File: config.mk
export PLATFORM = sky130hd
export DESIGN_NAME = adc_compute_engine
export DESIGN_NICKNAME = d
export VERILOG_FILES = /design/src/rtl/adc_ce_pkg.sv /design/src/rtl/adc_ce_accum.sv /design/src/rtl/adc_ce_sched.sv /design/src/rtl/adc_ce_thresh.sv /design/src/rtl/adc_compute_engine.sv
export SDC_FILE = /design/constraint.sdc
export NUM_CORES = 1
export LEC_CHECK = 0
export CORE_AREA = 3 3 128 130
export DETAILED_ROUTE_END_ITERATION = 12
export DIE_AREA = 0 0 131 133
export DONT_BUFFER_PORTS = 1
export HOLD_SLACK_MARGIN = 0.08
export MAX_ROUTING_LAYER = met4
export PLACE_DENSITY = 0.79
export SLEW_MARGIN = 10
export SYNTH_ARGS = -nofsm -noshare
export SYNTH_HDL_FRONTEND = slang
export SYNTH_HIERARCHICAL = 1
export SYNTH_SLANG_ARGS = --single-unit
File: constraint.sdc
create_clock -name clk -period 15.8 [get_ports clk]
set_input_delay 3.16 -clock clk [delete_from_list [all_inputs] [get_ports clk]]
set_output_delay 3.16 -clock clk [all_outputs]
set_load 0.005 [all_outputs]
File: src/rtl/adc_ce_pkg.sv
package adc_ce_pkg;
  localparam int RES_W = 12;
  localparam int ACC_W = 18;
  localparam int CNT_W = 8;
  localparam int SHW   = 3;

  typedef enum logic [2:0] {
    MD_BASIC = 3'd0,
    MD_ACCUM = 3'd1,
    MD_AVG   = 3'd2,
    MD_BURST = 3'd3,
    MD_LPF   = 3'd4
  } mode_e;

  typedef enum logic [1:0] {
    TC_BELOW   = 2'd0,
    TC_ABOVE   = 2'd1,
    TC_OUTSIDE = 2'd2,
    TC_INSIDE  = 2'd3
  } cond_e;

  typedef logic signed [ACC_W-1:0] acc_t;
  typedef logic [CNT_W-1:0]        cnt_t;

  localparam acc_t ACC_MAX = {1'b0, {(ACC_W-1){1'b1}}};
  localparam acc_t ACC_MIN = {1'b1, {(ACC_W-1){1'b0}}};

  function automatic acc_t sext_res(logic signed [RES_W-1:0] r);
    return {{(ACC_W-RES_W){r[RES_W-1]}}, r};
  endfunction

  // Sum with one guard bit; clamp when the guard and sign bits disagree.
  function automatic acc_t sat_add(acc_t a, acc_t b);
    logic signed [ACC_W:0] s;
    s = {a[ACC_W-1], a} + {b[ACC_W-1], b};
    if (s[ACC_W] != s[ACC_W-1]) return s[ACC_W] ? ACC_MIN : ACC_MAX;
    return s[ACC_W-1:0];
  endfunction

  // First-order filter step: leak 1/2^k of the state, then add the input.
  function automatic acc_t lpf_step(acc_t a, acc_t x, logic [SHW-1:0] k);
    acc_t decay;
    decay = a >>> k;
    return sat_add(a - decay, x);
  endfunction

  function automatic cnt_t cnt_inc(cnt_t c);
    return (&c) ? c : c + 1'b1;
  endfunction

  function automatic cnt_t rpt_of(logic [SHW-1:0] k);
    return {{(CNT_W-1){1'b0}}, 1'b1} << k;
  endfunction

  function automatic logic thr_hit(acc_t v, acc_t lo, acc_t hi, logic [1:0] c);
    logic below, above;
    below = (v < lo);
    above = (v > hi);
    case (cond_e'(c))
      TC_BELOW:   return below;
      TC_ABOVE:   return above;
      TC_OUTSIDE: return below | above;
      default:    return !below && !above;
    endcase
  endfunction
endpackage

File: src/rtl/adc_ce_accum.sv
module adc_ce_accum
  import adc_ce_pkg::*;
(
  input  logic                    clk,
  input  logic                    rst_n,
  input  logic                    smp_vld,
  input  logic [2:0]              mode,
  input  logic [SHW-1:0]          k,
  input  logic                    fresh,
  input  logic signed [RES_W-1:0] smp,
  output acc_t                    acc_q,
  output cnt_t                    cnt_q,
  output acc_t                    acc_nxt,
  output cnt_t                    cnt_nxt
);
  acc_t base_acc;
  cnt_t base_cnt;
  acc_t x;

  always_comb begin
    base_acc = fresh ? '0 : acc_q;
    base_cnt = fresh ? '0 : cnt_q;
    x        = sext_res(smp);
    case (mode)
      MD_ACCUM, MD_AVG, MD_BURST: acc_nxt = sat_add(base_acc, x);
      MD_LPF:                     acc_nxt = lpf_step(base_acc, x, k);
      default:                    acc_nxt = x;
    endcase
    cnt_nxt = cnt_inc(base_cnt);
  end

  always_ff @(posedge clk or negedge rst_n) begin
    if (!rst_n) begin
      acc_q <= '0;
      cnt_q <= '0;
    end else if (smp_vld) begin
      acc_q <= acc_nxt;
      cnt_q <= cnt_nxt;
    end
  end

  AST_ACC_HOLD: assert property (@(posedge clk) disable iff (!rst_n) !smp_vld |=> $stable(acc_q) && $stable(cnt_q));
  AST_CNT_STEP: assert property (@(posedge clk) disable iff (!rst_n) smp_vld && !fresh && !(&cnt_q) |=> cnt_q == $past(cnt_q) + 1'b1);
  AST_CNT_SAT: assert property (@(posedge clk) disable iff (!rst_n) smp_vld && !fresh && (&cnt_q) |=> (&cnt_q));
endmodule

File: src/rtl/adc_ce_sched.sv
module adc_ce_sched
  import adc_ce_pkg::*;
(
  input  logic           clk,
  input  logic           rst_n,
  input  logic           smp_vld,
  input  logic [2:0]     mode,
  input  logic [SHW-1:0] k,
  input  cnt_t           cnt_nxt,
  output logic           fresh,
  output logic           upd,
  output logic           test_en,
  output logic           use_shift,
  output logic           retrig_q
);
  logic [2:0] mode_q;
  logic       clr_pend_q;
  logic       reached;
  logic       avg_like;

  always_comb begin
    reached   = (cnt_nxt >= rpt_of(k));
    avg_like  = (mode == MD_AVG) || (mode == MD_BURST);
    fresh     = clr_pend_q || (mode != mode_q);
    use_shift = avg_like || (mode == MD_LPF);
    case (mode)
      MD_ACCUM: begin upd = 1'b1;    test_en = 1'b0;    end
      MD_AVG, MD_BURST, MD_LPF:
                begin upd = reached; test_en = reached; end
      default:  begin upd = 1'b1;    test_en = 1'b1;    end
    endcase
  end

  always_ff @(posedge clk or negedge rst_n) begin
    if (!rst_n) begin
      mode_q     <= MD_BASIC;
      clr_pend_q <= 1'b0;
      retrig_q   <= 1'b0;
    end else begin
      retrig_q <= smp_vld && (mode == MD_BURST) && !reached;
      if (smp_vld) begin
        mode_q     <= mode;
        clr_pend_q <= avg_like && reached;
      end
    end
  end

  AST_NO_RETRIG_IDLE: assert property (@(posedge clk) disable iff (!rst_n) !smp_vld |=> !retrig_q);
  AST_RETRIG_ONLY_BURST: assert property (@(posedge clk) disable iff (!rst_n) retrig_q |-> mode_q == MD_BURST);
endmodule

File: src/rtl/adc_ce_thresh.sv
module adc_ce_thresh
  import adc_ce_pkg::*;
(
  input  logic                    clk,
  input  logic                    rst_n,
  input  logic                    smp_vld,
  input  logic                    upd,
  input  logic                    test_en,
  input  acc_t                    val,
  input  logic signed [RES_W-1:0] thr_lo,
  input  logic signed [RES_W-1:0] thr_hi,
  input  logic [1:0]              thr_cond,
  output acc_t                    out_q,
  output logic                    vld_q,
  output logic                    irq_q
);
  logic hit;

  always_comb hit = thr_hit(val, sext_res(thr_lo), sext_res(thr_hi), thr_cond);

  always_ff @(posedge clk or negedge rst_n) begin
    if (!rst_n) begin
      out_q <= '0;
      vld_q <= 1'b0;
      irq_q <= 1'b0;
    end else begin
      vld_q <= smp_vld && upd;
      irq_q <= smp_vld && upd && test_en && hit;
      if (smp_vld && upd) out_q <= val;
    end
  end

  AST_IRQ_WITH_VALID: assert property (@(posedge clk) disable iff (!rst_n) irq_q |-> vld_q);
  AST_OUT_HOLD: assert property (@(posedge clk) disable iff (!rst_n) !smp_vld |=> $stable(out_q) && !vld_q);
endmodule

File: src/rtl/adc_compute_engine.sv
module adc_compute_engine
  import adc_ce_pkg::*;
(
  input  logic                    clk,
  input  logic                    rst_n,
  input  logic                    res_valid,
  input  logic signed [RES_W-1:0] res_data,
  input  logic [2:0]              mode,
  input  logic [SHW-1:0]          rpt_log2,
  input  logic signed [RES_W-1:0] thr_lo,
  input  logic signed [RES_W-1:0] thr_hi,
  input  logic [1:0]              thr_cond,
  output logic signed [ACC_W-1:0] out_value,
  output logic                    out_valid,
  output logic                    thr_irq,
  output logic                    retrig_req,
  output logic signed [ACC_W-1:0] acc_value,
  output logic [CNT_W-1:0]        sample_count
);
  acc_t acc_q, acc_nxt, val;
  cnt_t cnt_q, cnt_nxt;
  logic fresh, upd, test_en, use_shift;
  cnt_t rpt_now;

  adc_ce_sched u_sched (
    .clk(clk), .rst_n(rst_n), .smp_vld(res_valid), .mode(mode), .k(rpt_log2),
    .cnt_nxt(cnt_nxt), .fresh(fresh), .upd(upd), .test_en(test_en),
    .use_shift(use_shift), .retrig_q(retrig_req)
  );

  adc_ce_accum u_accum (
    .clk(clk), .rst_n(rst_n), .smp_vld(res_valid), .mode(mode), .k(rpt_log2),
    .fresh(fresh), .smp(res_data), .acc_q(acc_q), .cnt_q(cnt_q),
    .acc_nxt(acc_nxt), .cnt_nxt(cnt_nxt)
  );

  always_comb begin
    val     = use_shift ? (acc_nxt >>> rpt_log2) : acc_nxt;
    rpt_now = rpt_of(rpt_log2);
  end

  adc_ce_thresh u_thresh (
    .clk(clk), .rst_n(rst_n), .smp_vld(res_valid), .upd(upd), .test_en(test_en),
    .val(val), .thr_lo(thr_lo), .thr_hi(thr_hi), .thr_cond(thr_cond),
    .out_q(out_value), .vld_q(out_valid), .irq_q(thr_irq)
  );

  assign acc_value    = acc_q;
  assign sample_count = cnt_q;

  AST_ACCUM_NO_IRQ: assert property (@(posedge clk) disable iff (!rst_n) res_valid && mode == MD_ACCUM |=> !thr_irq && out_valid);
  AST_AVG_FULL_COUNT: assert property (@(posedge clk) disable iff (!rst_n) res_valid && mode == MD_AVG |=> out_valid == (sample_count >= $past(rpt_now)));
  AST_BASIC_PASS: assert property (@(posedge clk) disable iff (!rst_n) res_valid && mode == MD_BASIC |=> out_valid && out_value == acc_value);
endmodule

==> results.yml <==
worst_setup_path:
  cp-start-kind: "input port"
  critPathArrivalTime_ps: 12790
  cp-end-kind: "register"
  max_stage_delay_ps: 550
  crit_fanout: 27
  rrSetupSlack_ps: 5680
  path_class: "input port to register"
  crit_top_cell: "a21oi_1"
  cp-startpoint: "mode[1]"
  r2r_start: "u_sched/mode_q[1]"
  worstPathRequired_ps: 16030
  crit_path_top_delay_cell: "o31ai_1"
  reg2reg_to: "u_thresh/irq_q"
  critPathCapture: "u_thresh/irq_q"
  worst_r2r_path_depth: 40
timing:
  fmax_ghz: 0.0796
  max_slew_margin: 0.379
  setup_slack_ps: 3240
  fin_crit_sh: 0.795
  tns_ps: 0
  skew_ps: 8.68
  hold_viol_final: 0
  report.final.slew_viol_count: 0
  worst_pin_slew_ps: 932
  rsz0062_at_grt: "no"
  setup_viol: 0
  min_period_ps: 12560
logic_synthesis:
  muxShareOfSynthArea: 0.130
  synth_enable_flop_cells: 0
  synth_fa_ha_area_frac: 0.162
  ys.flop_type: "dfrtp_1"
  yosysTopAreaCellShare: 0.152
  ys_seq_elements: 51
  yosysWarnings: 6
  yosys.area.top_type: "dfrtp_1"
  ys_seq_area_frac: 0.152
  yosys.area_share.simple: 0.207
  yosys.area_share.xor_xnor: 0.0500
  postSynthCellCount: 1053
  syn_nets: 1203
  synth_area_leaders: "dfrtp_1, ha_1, mux2_2, a21oi_1, mux2i_1"
  synth_area_sq_um: 8410
  synth.distinct_cells: 90
  async_reset_ff_frac: 1.00
  synth_top_family_by_area: "compound AO/OA/AOI/OAI gates"
  avgSynthCellArea_sq_um: 7.98
  synth_compound_area_frac: 0.245
detailed_routing:
  detail_route.wl_per_cell_microns: 20.2
  ant_nets: 0
  drtIter0Drc: 848
  drcViolationCount: 0
  vias: 8020
  drt-total-wl_microns: 24900
  via_per_inst: 6.51
  drt_pass1_iterations: 6
cells_and_area:
  nets: 1170
  syn2layout_area_growth_pct: 2.40
  diodes: 0
  drive_above_1_share: 0.106
  final_common_cell: "ha_1"
  layout_common_cells: "ha_1, nor2_1, nand2_1, a21oi_1, inv_1"
  fin_util: 0.564
place:
  dp_slack_ps: 3100
  port_buffers: 0
  gp_congestion: 1.04
  place_hpwl_microns: 19600
min_path:
  min_path_type: "register to register"
  hold_path_depth: 2
clocking:
  cts_resized: 0
  post_cts_buffers: 0
  cts_tree: "built"
  clk_latency_ps: 310
  htree_levels: 2
  cts_buffer_depth: 2
  cts_root_buf: "clkbuf_16"
  cts-buffers-inserted: 5
  path_clk_slew_ps: 70
  clock-sinks: 51
  holdBufCountCts: 0
grt:
  grt-ovfl-total: 0
  grt_usage: 0.288
  antenna_found_initial: 0
  grt_pass1_vias: 7496
  grt_max_degree: 64
  grt_pass1_wl_microns: 39100
power:
  power.density_nw_per_um2: 137
  ir_worst_vdd_v: 0.0000783
  p_leak_uw: 0.00382
  p_total_uw: 1180
die:
  core_area_sq_um: 15300
  initial_core_util: 0.551
  die_y_microns: 133
  die_w_microns: 131
  io_pins: 94
  die_area_sq_um: 17400
  rows: 45
flow_run:
  drv_cap: 0
outcome:
  outcome: "finished, final reports clean"
==> worst max-delay path, delay by kind of cell <==
family | cells | cell delay, ps
muxes | 2 | 930
buffers and inverters | 3 | 500
xor gates and xnor gates | 2 | 320
AOI/OAI and AO/OA | 20 | 4560
adders and majority gates | 3 | 1040
and+or+nand+nor | 10 | 2250
==> through the flow <==
step / hold slack (ps) / cells / instance area, sq um
finish: 512 / 1232 / 8610
global route: 547 / 1232 / 8610
detailed placement: 508 / 1224 / 8450
floorplan: 473 / 1053 / 8410
CTS: 524 / 1232 / 8610
global placement: 510 / 1224 / 8450
==> registers in the layout, indices dropped and copies added, names as in the netlist <==
register	cells
u_accum/acc_q	18
u_thresh/out_q	18
u_accum/cnt_q	8
u_sched/mode_q	3
u_sched/clr_pend_q	1
u_sched/retrig_q	1
u_thresh/irq_q	1
u_thresh/vld_q	1
==> cell usage after synthesis (all sizes together) (16+ instances only) <==
master,number
nor2,92
xnor2,28
nor2b,44
clkbuf,23
mux2,53
inv,58
xor2,20
nand2b,16
o21ai,54
a21o,17
nand3,30
a22oi,24
mux2i,35
nand4,18
buf,16
a21oi,78
a31oi,23
ha,100
nor3,16
nand2,84
dfrtp,51
==> area by class of cell <==
class | instances | area [sq um]
multi-input combinational | 902 | 6680
fill | 1387 | 6650
sequential | 51 | 1280
tap | 211 | 264
inverter | 58 | 218
clock buffer | 7 | 153
timing repair buffer | 2 | 15.0
clock inverter | 1 | 7.51
==> where the power goes <==
group	total, uW	leakage, uW	internal [uW]	switching (uW)
sequential	200	0.000614	164	35.7
clock	123	0.0000761	67.6	54.9
combinational	861	0.00313	348	513
total	1180	0.00382	580	603
==> cell families (layout without fill, tap and decap cells) <==
| kind of cell | after synthesis | after routing |
|---|---|---|
| xor+xnor | 48 | 48 |
| compound gates | 303 | 303 |
| flops | 51 | 51 |
| mux | 94 | 94 |
| simple gates | 349 | 349 |
| fa+ha+maj | 108 | 108 |
| buf+inv | 100 | 68 |
==> layer usage <==
layer  global-route usage  share of wire
met5                    -              0
met4                0.103          0.037
met3               0.0638          0.082
met2                0.425           0.44
met1                0.386           0.44
==> worst min-delay path by stage <==
stage / from / endpoint / slack (ps)
global placement: u_thresh/out_q[0] / u_thresh/out_q[0] / 510
global route: u_thresh/out_q[0] / u_thresh/out_q[0] / 550
floorplan: u_thresh/out_q[0] / u_thresh/out_q[0] / 470
finish: u_thresh/out_q[0] / u_thresh/out_q[0] / 510
detailed placement: u_thresh/out_q[0] / u_thresh/out_q[0] / 510
CTS: u_thresh/out_q[0] / u_thresh/out_q[0] / 520
Power figures use the tool's default switching activity.
